===== src/rtl/vadd_pkg.sv =====
package vadd_pkg;

  localparam int unsigned BYTE_W = 8;
  localparam int unsigned SEW_W  = 3;
  localparam int unsigned LMUL_W = 3;

  typedef enum logic [0:0] {
    ST_IDLE = 1'b0,
    ST_RUN  = 1'b1
  } vadd_state_e;

endpackage


===== src/rtl/vadd_cfg_decode.sv =====
module vadd_cfg_decode
  import vadd_pkg::*;
#(
  parameter int unsigned NBYTES       = 16,
  parameter int unsigned VL_W         = 5,
  parameter int unsigned MAX_SEW_CODE = 3
) (
  input  logic [SEW_W-1:0]  sew_i,
  input  logic [LMUL_W-1:0] lmul_i,
  input  logic [VL_W-1:0]   vl_i,
  output logic              legal_o,
  output logic [VL_W-1:0]   vl_eff_o
);

  localparam logic [SEW_W-1:0] SEW_LIMIT = SEW_W'(MAX_SEW_CODE);
  localparam logic [VL_W-1:0]  ALL_BYTES = VL_W'(NBYTES);

  logic [VL_W-1:0] max_elems;

  always_comb begin
    legal_o   = (sew_i <= SEW_LIMIT) && (lmul_i == '0);
    max_elems = ALL_BYTES >> sew_i;
    if (vl_i > max_elems) begin
      vl_eff_o = max_elems;
    end else begin
      vl_eff_o = vl_i;
    end
  end

endmodule


===== src/rtl/vadd_seg_adder.sv =====
module vadd_seg_adder
  import vadd_pkg::*;
#(
  parameter int unsigned NBYTES = 16
) (
  input  logic [NBYTES*BYTE_W-1:0] opa_i,
  input  logic [NBYTES*BYTE_W-1:0] opb_i,
  input  logic [SEW_W-1:0]         sew_i,
  output logic [NBYTES*BYTE_W-1:0] sum_o
);

  logic [7:0]        grp_mask;
  logic [NBYTES-1:0] carry;

  assign grp_mask = (8'd1 << sew_i) - 8'd1;

  for (genvar j = 0; j < NBYTES; j++) begin : g_byte
    logic        cin;
    logic [BYTE_W:0] part;
    if (j == 0) begin : g_first
      assign cin = 1'b0;
    end else begin : g_chain
      assign cin = ((8'(j) & grp_mask) == 8'd0) ? 1'b0 : carry[j-1];
    end
    assign part = {1'b0, opa_i[j*BYTE_W +: BYTE_W]}
                + {1'b0, opb_i[j*BYTE_W +: BYTE_W]}
                + {{BYTE_W{1'b0}}, cin};
    assign sum_o[j*BYTE_W +: BYTE_W] = part[BYTE_W-1:0];
    assign carry[j] = part[BYTE_W];
  end

endmodule


===== src/rtl/vadd_lane_select.sv =====
module vadd_lane_select
  import vadd_pkg::*;
#(
  parameter int unsigned NBYTES = 16,
  parameter int unsigned VL_W   = 5
) (
  input  logic [VL_W-1:0]          idx_i,
  input  logic [SEW_W-1:0]         sew_i,
  output logic [NBYTES*BYTE_W-1:0] mask_o
);

  for (genvar j = 0; j < NBYTES; j++) begin : g_lane
    logic hit;
    assign hit = ((8'(j) >> sew_i) == 8'(idx_i));
    assign mask_o[j*BYTE_W +: BYTE_W] = {BYTE_W{hit}};
  end

endmodule


===== src/rtl/vadd_ctrl.sv =====
module vadd_ctrl
  import vadd_pkg::*;
#(
  parameter int unsigned VLEN = 128,
  parameter int unsigned VL_W = 5
) (
  input  logic              clk,
  input  logic              rst_n,
  input  logic              start_i,
  input  logic              cfg_legal_i,
  input  logic [VL_W-1:0]   vl_eff_i,
  input  logic [VLEN-1:0]   src_a_i,
  input  logic [VLEN-1:0]   src_b_i,
  input  logic [SEW_W-1:0]  sew_i,
  input  logic [VLEN-1:0]   sum_i,
  input  logic [VLEN-1:0]   lane_mask_i,
  output logic [VLEN-1:0]   opa_o,
  output logic [VLEN-1:0]   opb_o,
  output logic [SEW_W-1:0]  sew_o,
  output logic [VL_W-1:0]   idx_o,
  output logic [VLEN-1:0]   dest_o,
  output logic              done_o,
  output logic              illegal_o,
  output logic              busy_o
);

  vadd_state_e      state_q, state_d;
  logic [VLEN-1:0]  opa_q, opb_q, work_q, work_d, dest_q, merged;
  logic [SEW_W-1:0] sew_q;
  logic [VL_W-1:0]  vl_q, idx_q, idx_d;
  logic             done_q, done_d, illegal_q, illegal_d;
  logic             cap_en, run, last, work_en, dest_en;

  assign cap_en = start_i && (state_q == ST_IDLE);
  assign run    = (state_q == ST_RUN);
  assign last   = (idx_q == (vl_q - VL_W'(1)));
  assign merged = (work_q & ~lane_mask_i) | (sum_i & lane_mask_i);
  assign work_en = cap_en || run;

  always_comb begin
    state_d   = state_q;
    done_d    = 1'b0;
    illegal_d = 1'b0;
    work_d    = work_q;
    idx_d     = idx_q;
    dest_en   = 1'b0;
    if (cap_en) begin
      work_d = dest_q;
      idx_d  = '0;
      if (!cfg_legal_i || (vl_eff_i == '0)) begin
        done_d    = 1'b1;
        illegal_d = !cfg_legal_i;
      end else begin
        state_d = ST_RUN;
      end
    end else if (run) begin
      work_d = merged;
      idx_d  = idx_q + VL_W'(1);
      if (last) begin
        dest_en = 1'b1;
        done_d  = 1'b1;
        state_d = ST_IDLE;
      end
    end
  end

  always_ff @(posedge clk or negedge rst_n) begin
    if (!rst_n) begin
      state_q   <= ST_IDLE;
      done_q    <= 1'b0;
      illegal_q <= 1'b0;
      opa_q     <= '0;
      opb_q     <= '0;
      sew_q     <= '0;
      vl_q      <= '0;
      idx_q     <= '0;
      work_q    <= '0;
      dest_q    <= '0;
    end else begin
      state_q   <= state_d;
      done_q    <= done_d;
      illegal_q <= illegal_d;
      if (cap_en) begin
        opa_q <= src_a_i;
        opb_q <= src_b_i;
        sew_q <= sew_i;
        vl_q  <= vl_eff_i;
      end
      if (work_en) begin
        work_q <= work_d;
        idx_q  <= idx_d;
      end
      if (dest_en) begin
        dest_q <= merged;
      end
    end
  end

  assign opa_o     = opa_q;
  assign opb_o     = opb_q;
  assign sew_o     = sew_q;
  assign idx_o     = idx_q;
  assign dest_o    = dest_q;
  assign done_o    = done_q;
  assign illegal_o = illegal_q;
  assign busy_o    = run;

endmodule


===== src/rtl/vec_elem_adder.sv =====
module vec_elem_adder
  import vadd_pkg::*;
#(
  parameter int unsigned VLEN = 128,
  parameter int unsigned ELEN = 64
) (
  input  logic              clk,
  input  logic              rst_n,
  input  logic              start_i,
  input  logic [VLEN-1:0]   src_a_i,
  input  logic [VLEN-1:0]   src_b_i,
  input  logic [SEW_W-1:0]  sew_i,
  input  logic [LMUL_W-1:0] lmul_i,
  input  logic [$clog2(VLEN/BYTE_W):0] vl_i,
  output logic [VLEN-1:0]   dest_o,
  output logic              done_o,
  output logic              illegal_o
);

  localparam int unsigned NBYTES       = VLEN / BYTE_W;
  localparam int unsigned VL_W         = $clog2(NBYTES) + 1;
  localparam int unsigned MAX_SEW_CODE = $clog2(ELEN / BYTE_W);

  logic [1:0]       rst_pipe_q;
  logic             rst_sync_n;
  logic             cfg_legal;
  logic [VL_W-1:0]  vl_eff;
  logic [VLEN-1:0]  opa, opb, sum, lane_mask;
  logic [SEW_W-1:0] sew_run;
  logic [VL_W-1:0]  idx;
  logic             busy_w;

  always_ff @(posedge clk or negedge rst_n) begin
    if (!rst_n) begin
      rst_pipe_q <= 2'b00;
    end else begin
      rst_pipe_q <= {rst_pipe_q[0], 1'b1};
    end
  end
  assign rst_sync_n = rst_pipe_q[1];

  vadd_cfg_decode #(
    .NBYTES(NBYTES), .VL_W(VL_W), .MAX_SEW_CODE(MAX_SEW_CODE)
  ) u_decode (
    .sew_i(sew_i), .lmul_i(lmul_i), .vl_i(vl_i),
    .legal_o(cfg_legal), .vl_eff_o(vl_eff)
  );

  vadd_seg_adder #(.NBYTES(NBYTES)) u_adder (
    .opa_i(opa), .opb_i(opb), .sew_i(sew_run), .sum_o(sum)
  );

  vadd_lane_select #(.NBYTES(NBYTES), .VL_W(VL_W)) u_lanes (
    .idx_i(idx), .sew_i(sew_run), .mask_o(lane_mask)
  );

  vadd_ctrl #(.VLEN(VLEN), .VL_W(VL_W)) u_ctrl (
    .clk(clk), .rst_n(rst_sync_n), .start_i(start_i),
    .cfg_legal_i(cfg_legal), .vl_eff_i(vl_eff),
    .src_a_i(src_a_i), .src_b_i(src_b_i), .sew_i(sew_i),
    .sum_i(sum), .lane_mask_i(lane_mask),
    .opa_o(opa), .opb_o(opb), .sew_o(sew_run), .idx_o(idx),
    .dest_o(dest_o), .done_o(done_o), .illegal_o(illegal_o),
    .busy_o(busy_w)
  );

endmodule


===== config.mk =====
export PLATFORM = sky130hd
export DESIGN_NAME = vec_elem_adder
export DESIGN_NICKNAME = d
export VERILOG_FILES = /design/src/rtl/vadd_pkg.sv /design/src/rtl/vadd_cfg_decode.sv /design/src/rtl/vadd_seg_adder.sv /design/src/rtl/vadd_lane_select.sv /design/src/rtl/vadd_ctrl.sv /design/src/rtl/vec_elem_adder.sv
export SDC_FILE = /design/constraint.sdc
export NUM_CORES = 1
export LEC_CHECK = 0
export BUFFER_PORTS_ARGS = -buffer_cell sky130_fd_sc_hd__buf_2
export CAP_MARGIN = 20
export CORE_AREA = 2 2 302 378
export CTS_BUF_LIST = sky130_fd_sc_hd__clkbuf_8
export CTS_CLUSTER_SIZE = 8
export DETAILED_ROUTE_END_ITERATION = 12
export DIE_AREA = 0 0 304 380
export HOLD_SLACK_MARGIN = 0.05
export MAX_ROUTING_LAYER = met4
export RECOVER_POWER = 25
export SKIP_LAST_GASP = 1
export SYNTH_ARGS = -nofsm -noshare
export SYNTH_HDL_FRONTEND = slang
export SYNTH_SLANG_ARGS = --single-unit
export TNS_END_PERCENT = 30

===== constraint.sdc =====
create_clock -name clk -period 14.7 [get_ports clk]
set_clock_uncertainty 0.05 [all_clocks]
set_input_delay 2.205 -clock clk [delete_from_list [all_inputs] [get_ports clk]]
set_output_delay 2.205 -clock clk [all_outputs]
set_load 0.01 [all_outputs]

Yosys cells after proc, flatten, opt, wreduce, memory -nomap -nowiden. Index checks and enable logic that the tools add are counted.

Bits in writable memories: 0. Latch bits: 0. Memories kept: 0. Logic and storage cells: 143. Bits in registers: 530. ROM bits: 0.

Multiply operators: 0. Mux-type cells: 31. Shifts and indexed selects: 18. Reduce and logical (&&, ||, !) cells: 24. Div/mod/pow operators: 0. Bitwise logic cells: 5. Equal/unequal tests: 18. Add/subtract/negate cells: 34. $lt $le $gt $ge: 2.

Operator list (number): bitwise AND 128 bit (2); 2-to-1 mux 128 bit (2); adder 8 x 8 -> 9 bit (15); == test 8 x 5 -> 1 bit (16); inverter 128 bit (1); OR 128 bit (1); adder 9 x 1 -> 9 bit (14); logical NOT 8 bit (15); right shift 4 x 3 -> 8 bit, first input constant (8); right shift 3 x 3 -> 8 bit, first input constant (4); 2-to-1 mux 1 bit (26); right shift 1 x 3 -> 8 bit, first input constant (2); right shift 2 x 3 -> 8 bit, first input constant (2); 2-to-1 mux 5 bit (3); adder 8 x 1 -> 8 bit (1); adder 8 bit (1); adder 5 x 1 -> 5 bit, second input constant (1); == test 5 bit (1); > comparator 5 bit (1); logical NOT 5 bit (1); right shift 5 x 3 -> 5 bit, first input constant (1); subtractor 5 x 1 -> 5 bit, second input constant (1); left shift 1 x 3 -> 4 bit, first input constant (1); subtractor 4 x 1 -> 4 bit, second input constant (1); 9 further kinds (11).

Logic depth before layout (Yosys ltp).
Depth after elaboration: 37. Gate-level depth with buffers: 121. Mapped depth without buffers: 121.

Cells and area by module. From an unflattened synthesis, not the netlist that was laid out.

Cells, all modules: 3349. Area, all modules: 30186.5 um^2.

By module, submodules not included: vadd_ctrl (seq. area each 13212.7 um^2, cells each 2417, instances 1, area each 22776.8 um^2); vadd_seg_adder (seq. area each 0.0 um^2, cells each 652, instances 1, area each 5310.1 um^2); vadd_lane_select (seq. area each 0.0 um^2, cells each 247, instances 1, area each 1814.2 um^2); vadd_cfg_decode (seq. area each 0.0 um^2, cells each 30, instances 1, area each 231.5 um^2); vec_elem_adder (seq. area each 50.0 um^2, cells each 3, instances 1, area each 53.8 um^2).

Worst setup path before layout. Ideal clock, no wire load.

Path type: reg-to-reg. Start point: register u_ctrl.opa_q[0] (netlist: u_ctrl.opa_o[0]). End point: register u_ctrl.work_q[126]. Arrival time: 25.582 ns. Data required time: 14.529 ns. Stages on the path, launching flop included: 122. Period minus slack after synthesis: 25.753 ns. Path slack: -11.053 ns. Cells stage by stage: dfrtp_1 -> ha_1 -> fa_1 -> a211oi_1 -> o21bai_1 -> a21oi_1 -> o21bai_1 -> a21oi_1 -> nor2_1 -> fa_1 -> fa_1 -> a211oi_1 -> nor2_1 -> o311a_1 -> o21ai_0 -> a21oi_1 -> fa_1 -> fa_1 -> [... 86 more ...] -> a21oi_1 -> a21oi_1 -> fa_1 -> fa_1 -> a211oi_1 -> o21bai_1 -> a21oi_1 -> nor2b_1 -> o21a_1 -> o21ai_0 -> fa_1 -> fa_1 -> nor2b_1 -> o31ai_1 -> mux2i_1 -> a21oi_1 -> a22oi_1 -> nand2_1.

Longest elaborated chain between the ends: 35.

RTL lines: from (decl) (RTL line vadd_ctrl.sv:28) `logic [VLEN-1:0] opa_q, opb_q, work_q, work_d, dest_q, merged;`; from (signal assigned) (RTL line vadd_ctrl.sv:84) `opa_q <= src_a_i;`; adder 8 x 8 -> 9 bit (RTL line vadd_seg_adder.sv:26) `+ {1'b0, opb_i[j*BYTE_W +: BYTE_W]}`; 2-to-1 mux 1 bit (RTL line vadd_seg_adder.sv:23) `assign cin = ((8'(j) & grp_mask) == 8'd0) ? 1'b0 : carry[j-1];`; adder 9 x 1 -> 9 bit (RTL line vadd_seg_adder.sv:27) `+ {{BYTE_W{1'b0}}, cin};`; 2-to-1 mux 1 bit (RTL line vadd_seg_adder.sv:23); adder 9 x 1 -> 9 bit (RTL line vadd_seg_adder.sv:27); 2-to-1 mux 1 bit (RTL line vadd_seg_adder.sv:23); adder 9 x 1 -> 9 bit (RTL line vadd_seg_adder.sv:27); 2-to-1 mux 1 bit (RTL line vadd_seg_adder.sv:23); [... 19 more ...]; 2-to-1 mux 1 bit (RTL line vadd_seg_adder.sv:23); adder 9 x 1 -> 9 bit (RTL line vadd_seg_adder.sv:27); 2-to-1 mux 1 bit (RTL line vadd_seg_adder.sv:23); adder 8 x 1 -> 8 bit (RTL line vadd_seg_adder.sv:27); bitwise AND 128 bit (RTL line vadd_ctrl.sv:37) `assign merged = (work_q & ~lane_mask_i) | (sum_i & lane_mask_i);`; OR 128 bit (RTL line vadd_ctrl.sv:37); 2-to-1 mux 128 bit (RTL line vadd_ctrl.sv:56) `end else if (run) begin`; 2-to-1 mux 128 bit (RTL line vadd_ctrl.sv:47) `if (cap_en) begin`; to (signal assigned) (RTL line vadd_ctrl.sv:90) `work_q <= work_d;`; to (decl) (RTL line vadd_ctrl.sv:28).

Every way passes these cells. The select of a mux whose other input is x is not followed. A chain may end at the register's enable or synchronous reset.

Worst setup path in the final report.
Start point: register u_ctrl.opa_q[0] (netlist: u_ctrl.opa_o[0]). End point: register u_ctrl.dest_q[125] (netlist: u_ctrl.dest_o[125]).

Longest elaborated chain between the ends: 33.

RTL lines: adder 8 x 8 -> 9 bit (RTL line vadd_seg_adder.sv:26); 2-to-1 mux 1 bit (RTL line vadd_seg_adder.sv:23); adder 9 x 1 -> 9 bit (RTL line vadd_seg_adder.sv:27); 2-to-1 mux 1 bit (RTL line vadd_seg_adder.sv:23); adder 9 x 1 -> 9 bit (RTL line vadd_seg_adder.sv:27); 2-to-1 mux 1 bit (RTL line vadd_seg_adder.sv:23); adder 9 x 1 -> 9 bit (RTL line vadd_seg_adder.sv:27); 2-to-1 mux 1 bit (RTL line vadd_seg_adder.sv:23); [... 17 more ...]; 2-to-1 mux 1 bit (RTL line vadd_seg_adder.sv:23); adder 9 x 1 -> 9 bit (RTL line vadd_seg_adder.sv:27); 2-to-1 mux 1 bit (RTL line vadd_seg_adder.sv:23); adder 9 x 1 -> 9 bit (RTL line vadd_seg_adder.sv:27); 2-to-1 mux 1 bit (RTL line vadd_seg_adder.sv:23); adder 8 x 1 -> 8 bit (RTL line vadd_seg_adder.sv:27); bitwise AND 128 bit (RTL line vadd_ctrl.sv:37); OR 128 bit (RTL line vadd_ctrl.sv:37); to (signal assigned) (RTL line vadd_ctrl.sv:94) `dest_q <= merged;`; to (decl) (RTL line vadd_ctrl.sv:28).

Every way passes these cells.

==> flow_summary.json <==
{
  "dieArea_um2": 116000,
  "drc": 0,
  "std_cell_rows": 137,
  "yosys_warnings": 0,
  "maxSlewHeadroom_pct": -449,
  "irDropWorstVdd_mv": 0.114,
  "power.leakage_uw": 0.0176,
  "powerDensity_nw_per_um2": 271,
  "die_x_um": 304,
  "die_height_um": 380,
  "grt.busiest_layer": "met2",
  "via_count": 23476,
  "cts_made_buffers": 97,
  "cts_sinks": 530,
  "slew_viol_final": 375,
  "final_nets": 4063,
  "hold_class": "reg -> reg",
  "io_buffers": 399,
  "globalRouteOverflowTotal": 0,
  "io_pins": 400,
  "ys_seq_elements": 530,
  "reg2reg_to": "u_ctrl.dest_o[125]",
  "final_hold_viol_count": 0,
  "hp-start": "rst_pipe_q[0]",
  "critPathMaxFanout": 3,
  "holdWs_ns": 0.305,
  "tightest_slew_ns": 8.24,
  "clk_latency_ns": 0.78,
  "endpoint_kind": "register",
  "yosys.area.top_type": "dfrtp_1",
  "clk_pin_slew_ns": 0.06,
  "max_freq_ghz": 0.0413,
  "wire_per_inst_um": 16.7,
  "grt_use_met1_pct": 17.8,
  "synth_common_cells": "nand2_1, dfrtp_1, nor2_1",
  "clockBufferDepth": 3,
  "run_status": "finished, violations left",
  "antenna_found_initial": 4,
  "worstReg2RegStart": "u_ctrl.opa_o[0]",
  "netlist_area_um2": 27800,
  "async_reset_ff_share_pct": 100,
  "fin_ws_ns": -9.54,
  "ys_seq_area_share_pct": 47.7,
  "layout-drive-gt1-share_pct": 23.6,
  "worst-r2r-setup-slack_ns": -9.54,
  "drv_cap": 3,
  "grt_start_max_net_pins": 179,
  "grt_pass1_vias": 23947,
  "gp_routability_congestion": 0.818,
  "crit_slowest_cell": "fa_2",
  "cts_hold_buf": 0,
  "dp_hpwl_mm": 62.0,
  "routed_via_density": 4.54,
  "grt_pass1_wl_mm": 135,
  "core-area_um2": 112000,
  "grt.total_usage_pct": 15.3,
  "synthCells": 3097,
  "synth_top_area_share_pct": 47.7,
  "syn_area_per_cell_um2": 8.97,
  "syn_nets": 3527,
  "yosysMostFrequentCell": "nand2_1",
  "use_met2_pct": 25.5,
  "path_buf_inv": 1,
  "totalWireLength_mm": 86.5,
  "synth_edf_count": 0,
  "cpPeakStageDelay_ns": 0.39,
  "whs_endpoint": "rst_pipe_q[1]",
  "critPathMostFrequentCell": "fa_2",
  "use_met3_pct": 4.05,
  "area_growth_pct": 26.2,
  "cp_top_family": "adder cells",
  "first_pass_iters": 6,
  "drt_iter0_markers": 1178,
  "rsz0062_at_grt": "true",
  "finalSetupViolCount": 110,
  "tns_ns": -550.27,
  "initial_core_util_pct": 24.9,
  "critical_path_class": "reg -> reg",
  "crit_arrival_ns": 24.88,
  "ys_types": 80,
  "finalCriticalPeriod_ns": 24.24,
  "r2r_cells": 121,
  "htree_levels": 3,
  "hold_depth": 0,
  "synth_ff_type": "dfrtp_1",
  "detail-route-antenna-nets": 0,
  "cts_tree": "done",
  "finalCritPeriodShare_pct": 165,
  "start_kind": "register",
  "synth_area_leaders": "dfrtp_1, nand2_1, ha_1, o21ai_0, mux2i_1",
  "critPathRequiredTime_ns": 15.34,
  "root_buffer": "clkbuf_8",
  "failed_checks": "max-capacitance violations, max-slew violations, negative setup slack"
}
[sequential cells by signal, summed over array words and instances (netlist names)]
signal and cells:
u_ctrl.work_q 128, u_ctrl.dest_o 128, u_ctrl.busy_o 1, u_ctrl.idx_o 5, u_ctrl.opa_o 128, u_ctrl.sew_o 3, rst_pipe_q 2, u_ctrl.illegal_o 1
u_ctrl.opb_o 128, u_ctrl.done_o 1, u_ctrl.vl_q 5
[worst max-delay path by stage]
stage	from	end	slack (ns)	cells after the start
after floorplan	u_ctrl.opa_o[0]	u_ctrl.dest_o[125]	-8.30	120
after global placement	u_ctrl.opa_o[0]	u_ctrl.dest_o[126]	-9.69	121
after detailed placement	u_ctrl.opa_o[0]	u_ctrl.dest_o[126]	-9.77	121
after CTS	u_ctrl.opa_o[0]	u_ctrl.work_q[126]	-9.77	121
after global routing	u_ctrl.opa_o[0]	u_ctrl.dest_o[126]	-10.97	121
final	u_ctrl.opa_o[0]	u_ctrl.dest_o[125]	-9.54	121
[cell families after synthesis]
logic type                 share of synthesized area, %
other                                            0.0135
AOI/OAI and AO/OA                                  15.1
adders and majority gates                          8.04
and+or+nand+nor                                    19.1
buffers and inverters                              3.13
DFF                                                47.7
xor gates and xnor gates                           3.06
muxes                                              3.79
[final cells by class]
cell class              count  area (um^2)
diodes                      2         5.00
flip-flops and latches    530        13300
clock buffers             136         1870
repair buffers            586         3440
multi-input cells        2347        14100
fillers                 11697        76500
clock inverters            44          334
inverters                  71          267
well taps                1459         1830
[cells in the final DEF, fill, tap and decap left out, types with 40 or more instances in the layout]
cell type	instances
mux2i_1	94
buf_2	397
nand2_1	945
o22ai_1	96
xnor2_1	63
nor2_1	227
ha_1	128
o21ai_1	40
buf_4	180
inv_1	95
o21ai_0	169
clkbuf_8	136
dfrtp_1	530
a21oi_1	113
[metrics by stage]
stage | utilization [%] | total power (uW) | std cells | cell area, um^2 | setup WS [ns]
after floorplan | - | 6090 | 3097 | 28100 | -8.30
after global placement | 29.2 | 7820 | 4973 | 32600 | -9.69
after detailed placement | 29.2 | 7920 | 4973 | 32600 | -9.77
after CTS | 31.3 | 9600 | 5161 | 34900 | -9.77
after global routing | 31.4 | 10400 | 5175 | 35100 | -10.97
final | 31.4 | 9510 | 5175 | 35100 | -9.54
[repair_timing]
action | CTS | global route
pin swaps | 6 | 20
setup buffers | 8 | 11
endpoints found under the setup margin | 112 | 121
gates resized for setup | 9 | 23
[power by group]
| group | total, uW | internal (uW) | switching, uW |
|---|---|---|---|
| Combinational | 5270 | 2320 | 2950 |
| Clock | 1580 | 907 | 670 |
| Sequential | 2650 | 2150 | 508 |
[layer usage]
| layer | share of wire (%) | vias up |
|---|---|---|
| met2 | 49 | 466 |
| met3 | 5.9 | 123 |
| met1 | 42 | 11256 |
| met5 | 0 | - |
| li1 | - | 11631 |
| met4 | 2.6 | 0 |
Note: power is estimated with default switching activity, not from simulation.
